**src/rtl/rxdd_pkg.sv**
```systemverilog
// Shared constants and types for the dual-drain receive queue.
// Assumes a DMA unit of four bytes; the alignment logic depends on it.
package rxdd_pkg;
    localparam int UNIT_LSB      = 2;
    localparam int UNIT_BYTES    = 1 << UNIT_LSB;
    localparam int CFG_W         = 3;
    localparam int CFG_MODE_BIT  = 0;
    localparam int CFG_ALIGN_BIT = 1;
    localparam int CFG_CLR_BIT   = 2;

    typedef enum logic {
        DRAIN_DMA = 1'b0,
        DRAIN_PIO = 1'b1
    } drain_mode_t;
endpackage

```
**src/rtl/rxdd_store.sv**
```systemverilog
// Byte store for the receive queue: one write port, a byte-wide read of
// the head slot and a unit-wide read of the aligned group holding it.
// Assumes DEPTH is a power of two and a multiple of the unit size.
module rxdd_store
    import rxdd_pkg::*;
#(
    parameter int DEPTH = 32,
    parameter int DW    = 8,
    localparam int AW   = $clog2(DEPTH)
) (
    input  logic                   clk,
    input  logic                   wr_en,
    input  logic [AW-1:0]          wr_addr,
    input  logic [DW-1:0]          wr_data,
    input  logic [AW-1:0]          rd_addr,
    output logic [DW-1:0]          head,
    output logic [UNIT_BYTES*DW-1:0] unit_word
);
    logic [DW-1:0] mem [DEPTH];

    // Store an accepted byte.
    always_ff @(posedge clk) begin
        if (wr_en) mem[wr_addr] <= wr_data;
    end

    assign head = mem[rd_addr];

    // One lane per byte of the unit, lowest slot in the low lane.
    for (genvar l = 0; l < UNIT_BYTES; l++) begin : g_lane
        assign unit_word[l*DW +: DW] = mem[{rd_addr[AW-1:UNIT_LSB], UNIT_LSB'(l)}];
    end
endmodule

```
**src/rtl/rxdd_ptrs.sv**
```systemverilog
// Pointer, mode and flag control for the receive queue. Handles
// appends, PIO pops, DMA unit steps, the PIO-to-DMA realignment and
// the queue clear. Assumes pops and acks are only honoured in their mode.
module rxdd_ptrs
    import rxdd_pkg::*;
#(
    parameter int DEPTH = 32,
    localparam int AW   = $clog2(DEPTH),
    localparam int PW   = AW + 1
) (
    input  logic             clk,
    input  logic             rst_n,
    input  logic             rx_valid,
    input  logic             cfg_wr,
    input  logic [CFG_W-1:0] cfg_data,
    input  logic             pio_rd,
    input  logic             dma_ack,
    output logic             wr_en,
    output logic [AW-1:0]    wr_addr,
    output logic [AW-1:0]    rd_addr,
    output logic [PW-1:0]    level,
    output logic             empty,
    output logic             dma_req,
    output logic             overflow
);
    logic [PW-1:0] wr_ptr, rd_ptr_q, rd_next, grp_base, held;
    drain_mode_t   mode_q;
    logic          ovf_q, full, fifo_clr, pop_ok, ack_ok, realign;

    // Occupancy and request flags from the current pointers.
    always_comb begin
        grp_base = {rd_ptr_q[PW-1:UNIT_LSB], {UNIT_LSB{1'b0}}};
        held     = wr_ptr - grp_base;
        full     = (held == PW'(DEPTH));
        level    = wr_ptr - rd_ptr_q;
        empty    = (level == '0);
        dma_req  = (mode_q == DRAIN_DMA) && (level >= PW'(UNIT_BYTES));
    end

    assign fifo_clr = cfg_wr && cfg_data[CFG_CLR_BIT];
    assign wr_en    = rx_valid && !full && !fifo_clr;
    assign pop_ok   = (mode_q == DRAIN_PIO) && pio_rd && !empty;
    assign ack_ok   = dma_req && dma_ack;
    assign realign  = cfg_wr && (mode_q == DRAIN_PIO) && cfg_data[CFG_ALIGN_BIT]
                      && (drain_mode_t'(cfg_data[CFG_MODE_BIT]) == DRAIN_DMA);

    // Next read pointer: consume first, then drop the offset on realign.
    always_comb begin
        rd_next = rd_ptr_q;
        if (pop_ok)      rd_next = rd_ptr_q + PW'(1);
        else if (ack_ok) rd_next = rd_ptr_q + PW'(UNIT_BYTES);
        if (realign)     rd_next[UNIT_LSB-1:0] = '0;
    end

    // Pointer and overflow state, cleared by reset or queue clear.
    always_ff @(posedge clk) begin
        if (!rst_n || fifo_clr) begin
            wr_ptr   <= '0;
            rd_ptr_q <= '0;
            ovf_q    <= 1'b0;
        end else begin
            if (wr_en) wr_ptr <= wr_ptr + PW'(1);
            if (rx_valid && full) ovf_q <= 1'b1;
            rd_ptr_q <= rd_next;
        end
    end

    // Drain mode register.
    always_ff @(posedge clk) begin
        if (!rst_n)      mode_q <= DRAIN_DMA;
        else if (cfg_wr) mode_q <= drain_mode_t'(cfg_data[CFG_MODE_BIT]);
    end

    assign wr_addr  = wr_ptr[AW-1:0];
    assign rd_addr  = rd_ptr_q[AW-1:0];
    assign overflow = ovf_q;

    a_r3_level_bound: assert property (@(posedge clk) disable iff (!rst_n)
        level <= PW'(DEPTH));
    a_r3_overflow_sticky: assert property (@(posedge clk) disable iff (!rst_n)
        overflow && !fifo_clr |=> overflow);
    a_r5_unit_step: assert property (@(posedge clk) disable iff (!rst_n)
        dma_req && dma_ack && !cfg_wr |=> rd_ptr_q == $past(rd_ptr_q) + PW'(UNIT_BYTES));
    a_r4_dma_ignores_pop: assert property (@(posedge clk) disable iff (!rst_n)
        (mode_q == DRAIN_DMA) && !dma_ack && !cfg_wr |=> $stable(rd_ptr_q));
    a_r8_realign_zero: assert property (@(posedge clk) disable iff (!rst_n)
        cfg_wr && (cfg_data == 3'b010) && (mode_q == DRAIN_PIO) |=> rd_ptr_q[1:0] == 2'b00);
    a_r10_clear_empties: assert property (@(posedge clk) disable iff (!rst_n)
        fifo_clr |=> empty && !overflow);
endmodule

```
**src/rtl/rx_dual_drain_fifo.sv**
```systemverilog
// Receive byte queue drained either by four-byte DMA units or by single
// PIO pops, selected through a three-bit control register. Assumes one
// unit per request/acknowledge handshake.
module rx_dual_drain_fifo
    import rxdd_pkg::*;
#(
    parameter int DEPTH = 32,
    parameter int DW    = 8,
    localparam int AW   = $clog2(DEPTH),
    localparam int PW   = AW + 1
) (
    input  logic                     clk,
    input  logic                     rst_n,
    input  logic                     rx_valid,
    input  logic [DW-1:0]            rx_byte,
    input  logic                     cfg_wr,
    input  logic [CFG_W-1:0]         cfg_data,
    input  logic                     pio_rd,
    output logic [DW-1:0]            pio_data,
    output logic                     dma_req,
    input  logic                     dma_ack,
    output logic [UNIT_BYTES*DW-1:0] dma_word,
    output logic                     empty,
    output logic [PW-1:0]            level,
    output logic                     overflow
);
    logic          wr_en;
    logic [AW-1:0] wr_addr, rd_addr;

    rxdd_ptrs #(.DEPTH(DEPTH)) u_ptrs (
        .clk      (clk),
        .rst_n    (rst_n),
        .rx_valid (rx_valid),
        .cfg_wr   (cfg_wr),
        .cfg_data (cfg_data),
        .pio_rd   (pio_rd),
        .dma_ack  (dma_ack),
        .wr_en    (wr_en),
        .wr_addr  (wr_addr),
        .rd_addr  (rd_addr),
        .level    (level),
        .empty    (empty),
        .dma_req  (dma_req),
        .overflow (overflow)
    );

    rxdd_store #(.DEPTH(DEPTH), .DW(DW)) u_store (
        .clk       (clk),
        .wr_en     (wr_en),
        .wr_addr   (wr_addr),
        .wr_data   (rx_byte),
        .rd_addr   (rd_addr),
        .head      (pio_data),
        .unit_word (dma_word)
    );
endmodule

```
**config.mk**
```make
export PLATFORM = sky130hd
export DESIGN_NAME = rx_dual_drain_fifo
export DESIGN_NICKNAME = d
export VERILOG_FILES = /design/src/rtl/rxdd_pkg.sv /design/src/rtl/rxdd_store.sv /design/src/rtl/rxdd_ptrs.sv /design/src/rtl/rx_dual_drain_fifo.sv
export SDC_FILE = /design/constraint.sdc
export NUM_CORES = 1
export LEC_CHECK = 0
export BUFFER_PORTS_ARGS = -buffer_cell sky130_fd_sc_hd__buf_4
export CORE_UTILIZATION = 35
export CTS_BUF_LIST = sky130_fd_sc_hd__clkbuf_8 sky130_fd_sc_hd__clkbuf_16
export CTS_CLUSTER_SIZE = 24
export DETAILED_ROUTE_END_ITERATION = 8
export SYNTH_ARGS = -nofsm -noshare
export SYNTH_HDL_FRONTEND = slang
export SYNTH_SLANG_ARGS = --single-unit
export TNS_END_PERCENT = 1
```
**constraint.sdc**
```tcl
create_clock -name clk -period 3.95 [get_ports clk]
set_input_delay 0.5925 -clock clk [delete_from_list [all_inputs] [get_ports clk]]
set_output_delay 0.5925 -clock clk [all_outputs]
set_load 0.03 [all_outputs]
```
Word level (Yosys, flattened, before mapping)
Memories as Yosys holds them, arrays and structs flattened. A register that Yosys moved wholly into a read port is not among the register bits.
Index checks and enable logic that the tools add are counted.
{"block": "word_totals", "regBits": 14, "mem_bits_rw": 256, "in_bits": 17, "output_inout_bits": 49, "wordCells": 46, "n_memories": 1}
{"block": "op_classes", "n_addsub": 5, "n_lt_le_gt_ge": 1, "n_eq_ne": 1, "mux": 12, "bitwise": 2, "n_reduce_logical": 19}
{"name": "u_store.mem", "depth": 32, "word_bits": 8, "rd": 5, "rd_clocked_by_memory_dff": 4, "wr": 1, "line": "rxdd_store.sv:19", "text": "logic [DW-1:0] mem [DEPTH];"}
{"op": "5-bit 2-to-1 mux", "count": 8}
{"op": "6-bit by 1-bit adder with 6-bit output (second input constant)", "count": 2}
{"op": "6-bit 2-to-1 mux", "count": 2}
{"op": "6-bit subtractor", "count": 2}
{"op": "1-bit logical AND", "count": 11}
{"op": "6-bit by 3-bit adder with 6-bit output (second input constant)", "count": 1}
{"op": "6-bit equality test (second input constant)", "count": 1}
{"op": "6-bit by 3-bit >= comparator with 1-bit output (second input constant)", "count": 1}
{"op": "6-bit logical NOT", "count": 1}
{"op": "1-bit logical NOT", "count": 4}
{"op": "1-bit 2-to-1 mux", "count": 2}
{"op": "1-bit inverter", "count": 2}
{"op": "2-bit nonzero test", "count": 1}
{"op": "2-bit OR reduction", "count": 1}
{"op": "1-bit logical OR", "count": 1}

Longest topological paths before layout
Gate-level depths: netlist (run 1).
{"block": "depth", "word_depth": 8, "depth_mapped": 12, "mapped_depth_nobuf": 10}

Modules after synthesis
A second synthesis (run 1) with hierarchy kept.
{"block": "hier_totals", "hier_cells": 686, "area_unflattened_um2": 13075.0}
{"module": "rxdd_store", "instances": 1, "cells_each": 522, "area_each_um2": 11767.5, "seq_area_each_um2": 7687.4}
{"module": "rxdd_ptrs", "instances": 1, "cells_each": 164, "area_each_um2": 1307.5, "seq_area_each_um2": 280.3}

Worst setup path before layout (run 1)
No wires, ideal clock.
{"block": "synth_timing", "path_type": "reg-to-output", "from": "reg u_ptrs.rd_ptr_q[1]", "to": "out dma_req", "arrival_ns": 2.957, "required_ns": 3.357, "slack_ns": 0.400, "path_stages_with_launch": 12, "path_buffers": 4, "cell_sequence": "dfxtp_1 > clkbuf_1 > buf_1 > clkbuf_1 > inv_1 > ha_1 > nor2b_1 > o2111a_1 > a2111oi_0 > o21a_1 > buf_6 > nor2_1"}
{"block": "synth_via", "elab_chain_len": 3}
{"element": "start, declared", "line": "rxdd_ptrs.sv:26", "text": "logic [PW-1:0] wr_ptr, rd_ptr_q, rd_next, grp_base, held;"}
{"element": "start signal, assigned", "line": "rxdd_ptrs.sv:64", "text": "rd_ptr_q <= rd_next;"}
{"element": "6-bit subtractor", "line": "rxdd_ptrs.sv:35", "text": "level = wr_ptr - rd_ptr_q;"}
{"element": "6-bit by 3-bit >= comparator with 1-bit output", "line": "rxdd_ptrs.sv:37", "text": "dma_req = (mode_q == DRAIN_DMA) && (level >= PW'(UNIT_BYTES));"}
{"element": "1-bit logical AND", "line": "rxdd_ptrs.sv:37"}
{"element": "end, declared", "line": "rx_dual_drain_fifo.sv:20", "text": "output logic dma_req,"}
No other way between the ends.

Final worst setup path (run 1)
{"block": "layout_timing", "from": "reg u_ptrs.wr_ptr[0]", "to": "out dma_req"}
{"block": "layout_via", "elab_chain_len": 3}
{"element": "start, declared", "line": "rxdd_ptrs.sv:26"}
{"element": "start signal, assigned", "line": "rxdd_ptrs.sv:62", "text": "if (wr_en) wr_ptr <= wr_ptr + PW'(1);"}
{"element": "6-bit subtractor", "line": "rxdd_ptrs.sv:35"}
{"element": "6-bit by 3-bit >= comparator with 1-bit output", "line": "rxdd_ptrs.sv:37"}
{"element": "1-bit logical AND", "line": "rxdd_ptrs.sv:37"}
No other way between the ends.

==> flow_summary.toml, run 1 <==
[global_route]
grt_pass1_wl_um = 56200
grt_usage = 0.207
grt_pass1_vias = 7760
antenna_found_initial = 2
grt-ovfl-total = 0
grt_max_degree = 69

[drt]
vias = 7673
first_pass_iters = 5
drc = 0
antenna_left = 0
wl_um = 39200
drt-wirelength-per-cell_um = 30.8
drt-met1-wl_um = 15300
top_layer = "met5"
drt_iter0_drc = 898
dr_wl_met3_um = 2720
met2WireLength_um = 19500
viasPerCell = 6.02

[setup_path]
start_kind = "flip-flop"
r2r_slack_ns = 0.26
crit_path_end_kind = "output port"
ff2ff_path_depth = 8
critPathArrivalTime_ns = 3.16
crit_required_ns = 3.36
r2r-start = "u_ptrs.wr_ptr[2]"
critPathMaxFanout = 9
reg2reg_to = "u_store.mem[3][7]"
crit_type = "reg2out"

[clock_tree]
cts.sink_count = 273
clk_path_buf_depth = 3
htreeDepth = 1
cts_buffers = 27
ctsRootBufferMaster = "clkbuf_16"
tritoncts = "done"
worstSkewPairLatency_ns = 0.56
clk_pin_slew_worst_paths_ns = 0.06
ctsHoldBuffers = 0
cts_setup_buffers = 0

[logic_synthesis]
synth_edf_count = 256
synthDistinctLibCells = 48
synthCells = 699
ys_seq_elements = 273
yosys_warnings = 0
syn-cell-area_mm2 = 0.0130
synth_ff_type = "edfxtp_1"
synth.avg_cell_area_um2 = 18.7
synthesis.nets = 730
async_flop_share = 0
synth_seq_area_share = 0.615

[finish]
area_delta_synth_final_pct = 16.4
final_util = 0.415
stdcell_area_mm2 = 0.0152
drive_above_1_share = 0.417
fin_nets = 816
fillers = 3198

[power]
p_leak_nw = 4.76
clkPwrFrac = 0.354
combPwrFrac = 0.210
power_frac_seq = 0.436
finalPower_w = 0.00751
netSwitchingPower_w = 0.00208
p_sw_frac = 0.277
ir_drop_uv = 283
p_int_w = 0.00543
power_density_mw_per_mm2 = 495

[job]
cap_violations = 0

[timing]
rsz0062_at_grt = "no"
finalHoldViolCount = 0
skew_ns = 0.0189
min_period_ns = 3.75
period_share = 0.951
maxSlewViolCount = 0
max_freq_mhz = 266
worst_pin_slew_ns = 1.43
setup_viol = 0
slew_headroom = 0.0429

[die]
floorplan.initialDensity = 0.356
die_w_um = 195
io_pins = 66
num_rows = 70
die_y_um = 195
coreArea_mm2 = 0.0366
dieArea_mm2 = 0.0381

[hold_path]
hp-class = "in2reg"
worstHoldStart = "rst_n"
worstHoldPathCells = 2
min_to = "u_ptrs.mode_q"

[placement]
post_dp_cell_area_mm2 = 0.0142
place_congestion = 0.851
portBuffers = 65
dp_hpwl_um = 27400

[outcome]
status = "complete, no violations"
## worst max-delay path: stages, from the launching register on
cell     delay (ns)
dfxtp_1        0.33
inv_1          0.19
ha_1           0.21
inv_1          0.05
fa_1           0.44
and3_1         0.20
or3_1          0.32
a32oi_1        0.22
o21a_1         0.41
nor2_1         0.08
buf_4          0.18
## final cells by class
| class | count | area (um2) | share of cell area |
|---|---|---|---|
| diodes | 1 | 2.50 | 0.000165 |
| clock buffers | 27 | 676 | 0.0445 |
| clock inverters | 22 | 239 | 0.0157 |
| inverters | 14 | 52.6 | 0.00346 |
| multi-input cells | 367 | 4780 | 0.315 |
| flip-flops and latches | 273 | 8040 | 0.530 |
| well taps | 468 | 586 | 0.0386 |
| repair buffers | 102 | 802 | 0.0528 |
## layout by cell type, fill, tap and decap left out, types with 3 or more instances in the layout
cell type  Yosys  layout
nand3_1       12      12
clkbuf_16      0      27
and3_1         3       3
o21ai_0        6       6
clkinv_1       3       5
nor2b_1        4       4
nand2b_1       4       4
dfxtp_2        0       3
nand2_1       33      33
o31a_1         3       3
clkinv_2       0       5
a31oi_1        4       4
nor2_1        44      38
edfxtp_1     256     256
mux4_2       144     144
or3_1          7       7
buf_4          0      98
ha_1          12      12
a21oi_1        7       7
mux2_2        32      32
nor3_1         3       3
xnor2_1        5       5
nor2_2         0       6
xor2_1         4       4
inv_1         10      13
nand4_1        7       7
dfxtp_1       17      12
bufinv_16      0       4
inv_6          0       3
and2_1         4       4
o21a_1         5       5
## synthesized netlist by cell type (all sizes together), types with 3 or more instances
cell type / number / area, um2
a21oi: 7 / 35.0
a31oi: 4 / 25.0
and2: 5 / 31.3
and3: 3 / 18.8
buf: 18 / 97.6
clkbuf: 27 / 101
clkinv: 3 / 11.3
dfxtp: 17 / 340
edfxtp: 256 / 7690
ha: 12 / 150
inv: 11 / 41.3
mux2: 33 / 372
mux4: 144 / 3240
nand2: 33 / 124
nand2b: 4 / 25.0
nand3: 12 / 60.1
nand4: 8 / 56.3
nor2: 44 / 165
nor2b: 4 / 25.0
nor3: 3 / 15.0
o21a: 5 / 37.5
o21ai: 6 / 30.0
o31a: 3 / 26.3
or3: 7 / 43.8
xnor2: 5 / 43.8
xor2: 4 / 35.0
## power by group through the flow
| stage | Clock [W] | Sequential, W | Combinational (W) |
|---|---|---|---|
| detailed placement | 0 | 0.00334 | 0.00159 |
| finish | 0.00266 | 0.00328 | 0.00157 |
| global route | 0.00279 | 0.00329 | 0.00166 |
| floorplan | 0 | 0.00328 | 0.00113 |
| CTS | 0.00269 | 0.00328 | 0.00160 |
| global placement | 0 | 0.00335 | 0.00159 |
## metal layers
metal | global-route usage | vias to the layer above
li1 | - | 3099
met1 | 0.268 | 4090
met2 | 0.349 | 405
met3 | 0.0328 | 77
met4 | 0.0843 | 2
met5 | 0 | -
## state kept, by name, summed over array words and instances (netlist names), named ones only
signal,flops
u_ptrs.mode_q,1
u_ptrs.overflow,1
u_ptrs.rd_ptr_q,6
u_ptrs.wr_ptr,6
u_store.mem,256
## worst max path at each step
stage / slack (ns) / startpoint / to / depth (start not counted)
after global placement: -0.05 / u_ptrs.wr_ptr[2] / u_store.mem[11][4] / 8
after global routing: 0.04 / u_ptrs.wr_ptr[0] / dma_req / 10
final: 0.20 / u_ptrs.wr_ptr[0] / dma_req / 10
after CTS: 0.05 / u_ptrs.wr_ptr[2] / u_store.mem[31][0] / 8
after detailed placement: 0.09 / u_ptrs.wr_ptr[2] / u_store.mem[31][3] / 8
after floorplan: 0.40 / u_ptrs.rd_ptr_q[1] / dma_req / 11
## stage by stage
stage	TNS [ns]	setup slack [ns]	hold slack, ns	std cells
finish	0	0.195	0.290	1274
global route	0	0.0449	0.294	1273
CTS	0	0.0541	0.280	1272
detailed placement	0	0.0938	0.498	1223
global placement	-0.334	-0.0451	0.490	1222
floorplan	0	0.400	0.500	699
## logic make-up after synthesis
kind of cell | Yosys count | synth area share
mux | 179 | 0.279
buf+inv | 59 | 0.0193
fa+ha+maj | 14 | 0.0146
xor+xnor | 9 | 0.00604
flops | 273 | 0.615
compound gates | 36 | 0.0190
simple gates | 129 | 0.0473
## repair_timing
item                                    in CTS  in global routing
hold endpoints to repair                     0                  0
pin swaps                                    0                  0
endpoints found under the setup margin       3                  6
gates resized for setup                      1                  2
Power figures use the tool's default switching activity.
==> run 2, diff against run 1 <==
--- a/config.mk
+++ b/config.mk
@@ -5,11 +5,11 @@
 export SDC_FILE = /design/constraint.sdc
 export NUM_CORES = 1
 export LEC_CHECK = 0
-export BUFFER_PORTS_ARGS = -buffer_cell sky130_fd_sc_hd__buf_4
 export CORE_UTILIZATION = 35
 export CTS_BUF_LIST = sky130_fd_sc_hd__clkbuf_8 sky130_fd_sc_hd__clkbuf_16
 export CTS_CLUSTER_SIZE = 24
 export DETAILED_ROUTE_END_ITERATION = 8
+export DONT_BUFFER_PORTS = 1
 export SYNTH_ARGS = -nofsm -noshare
 export SYNTH_HDL_FRONTEND = slang
 export SYNTH_SLANG_ARGS = --single-unit
==> constraint.sdc (replaced) <==
create_clock -name clk -period 4.15 [get_ports clk]
set_input_delay 0.6225 -clock clk [delete_from_list [all_inputs] [get_ports clk]]
set_output_delay 0.6225 -clock clk [all_outputs]
set_load 0.03 [all_outputs]
==> run 2 against run 1 <==
  * Clock skew up 0.0013 ns
  * Core utilization is 1.8 points lower
  * Via count decreased by 7.2%
  * First-iteration DRC count shrank 20%
==> flow_summary.toml, run 2 (synthesized netlist as in run 1, its figures left out) <==
[outcome]
status = "complete, no violations"

[die]
num_rows = 70
coreArea_mm2 = 0.0366
floorplan.initialDensity = 0.356
die_w_um = 195
die_y_um = 195
dieArea_mm2 = 0.0381
io_pins = 66

[placement]
portBuffers = 0
place_congestion = 0.901
dp_hpwl_um = 24600

[drt]
wl_um = 34600
first_pass_iters = 5
drt-wirelength-per-cell_um = 29.1
vias = 7124
viasPerCell = 6.00
antenna_left = 0
drt_iter0_drc = 717
drc = 0

[clock_tree]
clk_path_buf_depth = 3
htreeDepth = 1
worstSkewPairLatency_ns = 0.55
cts_setup_buffers = 0
cts_buffers = 26
cts.sink_count = 273
clk_pin_slew_worst_paths_ns = 0.07
ctsRootBufferMaster = "clkbuf_16"
cts_resized = 0
ctsHoldBuffers = 0
tritoncts = "done"

[power]
p_sw_frac = 0.275
combPwrFrac = 0.184
netSwitchingPower_w = 0.00191
p_leak_nw = 4.32
p_int_w = 0.00503
ir_drop_uv = 261
power_density_mw_per_mm2 = 478
power_frac_seq = 0.448
clkPwrFrac = 0.367

[global_route]
grt_pass1_wl_um = 51200
grt_max_degree = 69
antenna_found_initial = 1
grt_pass1_vias = 7060
grt-ovfl-total = 0
grt_usage = 0.183

[finish]
fin_nets = 730
layout_common_cells = "edfxtp_1 (256), mux4_2 (144), nor2_1 (44)"
final_common_cell = "edfxtp_1"
top_register = "u_store.mem"
drive_above_1_share = 0.341
largestRegisters = "u_store.mem x256, u_ptrs.rd_ptr_q x6, u_ptrs.wr_ptr x6"
area_delta_synth_final_pct = 11.3
largest_reg_flops = 256

[job]
cap_violations = 0

[setup_path]
crit_type = "reg2out"
critPathArrivalTime_ns = 3.21
critPathMaxFanout = 18
start_kind = "flip-flop"
crit_required_ns = 3.53
crit_path_end_kind = "output port"

[timing]
max_freq_mhz = 261
period_share = 0.924
worst_pin_slew_ns = 1.35
finalHoldViolCount = 0
min_period_ns = 3.84
slew_headroom = 0.0945
setup_tns_ns = 0
maxSlewViolCount = 0
setup_viol = 0
hold_ws_ns = 0.168
rsz0062_at_grt = "no"
skew_ns = 0.0202

[hold_path]
hp-class = "in2reg"
run 2: changes by cell type in the layout (fill, tap and decap cells not counted), sizes merged:
cell	delta
buf	-85
bufinv	+1
clkbuf	-1
clkinv	-2
clkinvlp	+3
inv	-2
run 2: metrics by stage:
stage	utilization	cells	area [um2]	setup WS [ns]	power, W
2_1_floorplan	-	699	13000	0.570	0.00419
3_3_place_gp	0.371	1139	13600	0.656	0.00446
3_5_place_dp	0.371	1139	13600	0.497	0.00446
4_1_cts	0.397	1187	14500	0.296	0.00699
5_1_grt	0.397	1187	14500	0.106	0.00715
6_report	0.397	1188	14500	0.315	0.00695
run 2: power by group through the flow:
stage / Clock [W] / Sequential, W / Combinational (W)
after floorplan: 0 / 0.00312 / 0.00107
after global placement: 0 / 0.00318 / 0.00129
after detailed placement: 0 / 0.00318 / 0.00129
after CTS: 0.00259 / 0.00312 / 0.00129
after global routing: 0.00268 / 0.00312 / 0.00135
final: 0.00255 / 0.00311 / 0.00128
run 2: layout make-up:
class,instances,area [um2]
Fill cell,3257,22100
Clock inverter,22,269
Sequential cell,273,8040
Tap cell,468,586
Antenna cell,1,2.50
Multi-Input combinational cell,367,4770
Timing Repair Buffer,17,153
Clock buffer,26,651
Inverter,14,52.6
run 2: final timing paths:
path | startpoint | to | slack [ns] | depth (start not counted)
min reg2reg | u_ptrs.wr_ptr[5] | u_ptrs.wr_ptr[5] | 0.54 | 2
min | rx_byte[2] | u_store.mem[22][2] | 0.17 | 0
max reg2reg | u_ptrs.wr_ptr[2] | u_store.mem[13][7] | 0.48 | 9
max | u_ptrs.rd_ptr_q[0] | dma_req | 0.31 | 8
run 2: layer usage:
layer  up-vias  routed length [um]  global-route usage  share of wire
met5         -                   0                   0              0
met4         0                 890              0.0522          0.026
met3        49                3380              0.0352          0.098
met2       374               15900               0.278           0.46
met1      3777               14400               0.269           0.42
li1       2924                   -                   -              -
run 2: critical path, stage by stage (launching register included):
cell and delay (ns):
dfxtp_4 0.57, ha_1 0.23, inv_1 0.05, fa_1 0.43
and3_1 0.19, or3_1 0.33, a32oi_1 0.22, o21a_1 0.41
nor2_1 0.24
==> run 3, diff against run 2 <==
--- a/config.mk
+++ b/config.mk
@@ -10,6 +10,7 @@
 export CTS_CLUSTER_SIZE = 24
 export DETAILED_ROUTE_END_ITERATION = 8
 export DONT_BUFFER_PORTS = 1
+export SLEW_MARGIN = 20
 export SYNTH_ARGS = -nofsm -noshare
 export SYNTH_HDL_FRONTEND = slang
 export SYNTH_SLANG_ARGS = --single-unit
==> constraint.sdc (replaced) <==
create_clock -name clk -period 5 [get_ports clk]
set_input_delay 0.75 -clock clk [delete_from_list [all_inputs] [get_ports clk]]
set_output_delay 0.75 -clock clk [all_outputs]
set_load 0.03 [all_outputs]
==> run 3 against run 2 <==
  * Clock-buffer cell count rose by 2
  * Worst setup slack improved by 0.70 ns
  * Core utilization rose by 0.88 points
  * Combinational power fell by 19%
  * Global-route usage rose by 2.2 points
  * Via count rose by 3.9%
  * Design area rose by 2.2%
  * Sequential share of layout area fell by 1.2 points
  * Sequential cell count did not move
  * Die area did not move
  * Total power fell by 13%
  * Register-to-register slack improved by 1.1 ns
  * Critical path type unchanged
  * Largest power group unchanged
==> flow_summary.toml, run 3 (synthesized netlist as in run 1, its figures left out) <==
[clock_tree]
tritoncts = "done"
cts_resized = 0
htreeDepth = 1
clk_pin_slew_worst_paths_ns = 0.07
cts.sink_count = 273
cts_buffers = 28
worstSkewPairLatency_ns = 0.56
ctsHoldBuffers = 0
ctsRootBufferMaster = "clkbuf_16"
clk_path_buf_depth = 3
cts_setup_buffers = 0

[die]
die_y_um = 195
dieArea_mm2 = 0.0381
coreArea_mm2 = 0.0366
floorplan.initialDensity = 0.356
die_w_um = 195
io_pins = 66
num_rows = 70

[drt]
drt-wirelength-per-cell_um = 31.9
wl_um = 38800
first_pass_iters = 7
drc = 0
drt_iter0_drc = 927
viasPerCell = 6.09
vias = 7404
antenna_left = 0

[hold_path]
hp-class = "in2reg"

[finish]
fin_nets = 756
area_delta_synth_final_pct = 13.8
largestRegisters = "u_store.mem x256, u_ptrs.rd_ptr_q x6, u_ptrs.wr_ptr x6"
layout_common_cells = "edfxtp_1 (256), mux4_2 (144), nor2_1 (44)"
antenna-diode-count = 0
drive_above_1_share = 0.363
final_common_cell = "edfxtp_1"
fin_cells = 1215
fillers = 3197
top_register = "u_store.mem"
largest_reg_flops = 256

[setup_path]
critPathArrivalTime_ns = 3.23
crit_required_ns = 4.25
crit_path_end_kind = "output port"
critPathMaxFanout = 22
start_kind = "flip-flop"
crit_type = "reg2out"

[global_route]
grt_usage = 0.206
grt_pass1_wl_um = 55800
grt_max_degree = 69
grt_pass1_vias = 7623
grt-ovfl-total = 0
antenna_found_initial = 0

[timing]
finalHoldViolCount = 0
rsz0062_at_grt = "no"
skew_ns = 0.0254
period_share = 0.797
setup_tns_ns = 0
slew_headroom = 0.308
setup_viol = 0
maxSlewViolCount = 0
min_period_ns = 3.98
max_freq_mhz = 251
worst_pin_slew_ns = 1.04

[placement]
place_congestion = 0.847
placed_cells = 1163
dp_hpwl_um = 26100
portBuffers = 0

[power]
power_density_mw_per_mm2 = 407
p_leak_nw = 4.53
ir_drop_uv = 335

[outcome]
status = "complete, no violations"

[job]
cap_violations = 0
## run 3: layout make-up
class / instances / area [um2] / share of cell area
flip-flops and latches: 273 / 8040 / 0.542
multi-input cells: 367 / 4770 / 0.321
repair buffers: 41 / 320 / 0.0216
clock buffers: 28 / 701 / 0.0472
clock inverters: 24 / 375 / 0.0253
well taps: 468 / 586 / 0.0395
inverters: 14 / 52.6 / 0.00354
## run 3: critical path, stage by stage, from the launching register on
cell,delay [ns]
dfxtp_1,0.30
buf_4,0.36
inv_1,0.08
ha_1,0.41
o2111a_1,0.19
a2111oi_0,0.72
o21a_1,0.40
nor2_1,0.23
## run 3: worst paths after layout
path                      start                  to  slack (ns)  cells past startpoint
max          u_ptrs.rd_ptr_q[4]             dma_req        1.02                      7
min reg2reg    u_ptrs.wr_ptr[5]    u_ptrs.wr_ptr[5]        0.54                      2
min                  rx_byte[2]  u_store.mem[10][2]        0.28                      0
max reg2reg    u_ptrs.wr_ptr[2]   u_store.mem[2][3]        1.53                      9
## run 3: routing by layer
layer  vias to the layer above  GRT usage  wire length, um
li1                       2973          -                -
met1                      3957      0.279            15800
met2                       408      0.326            18400
met3                        66     0.0532             3500
met4                         0     0.0615             1170
met5                         -          0                0
## run 3: power by group
group	internal, W	switching, W
Sequential	0.00253	0.0000716
Combinational	0.000422	0.000619
Clock	0.00150	0.000907
## run 3: through the flow
step	total power (W)	setup slack [ns]	util	area [um2]	hold WS, ns
floorplan	0.00348	1.29	-	13000	0.500
global placement	0.00370	1.58	0.376	13800	0.514
detailed placement	0.00370	1.58	0.376	13800	0.525
CTS	0.00609	0.991	0.405	14800	0.266
global route	0.00623	0.764	0.405	14800	0.264
finish	0.00604	1.02	0.405	14800	0.284
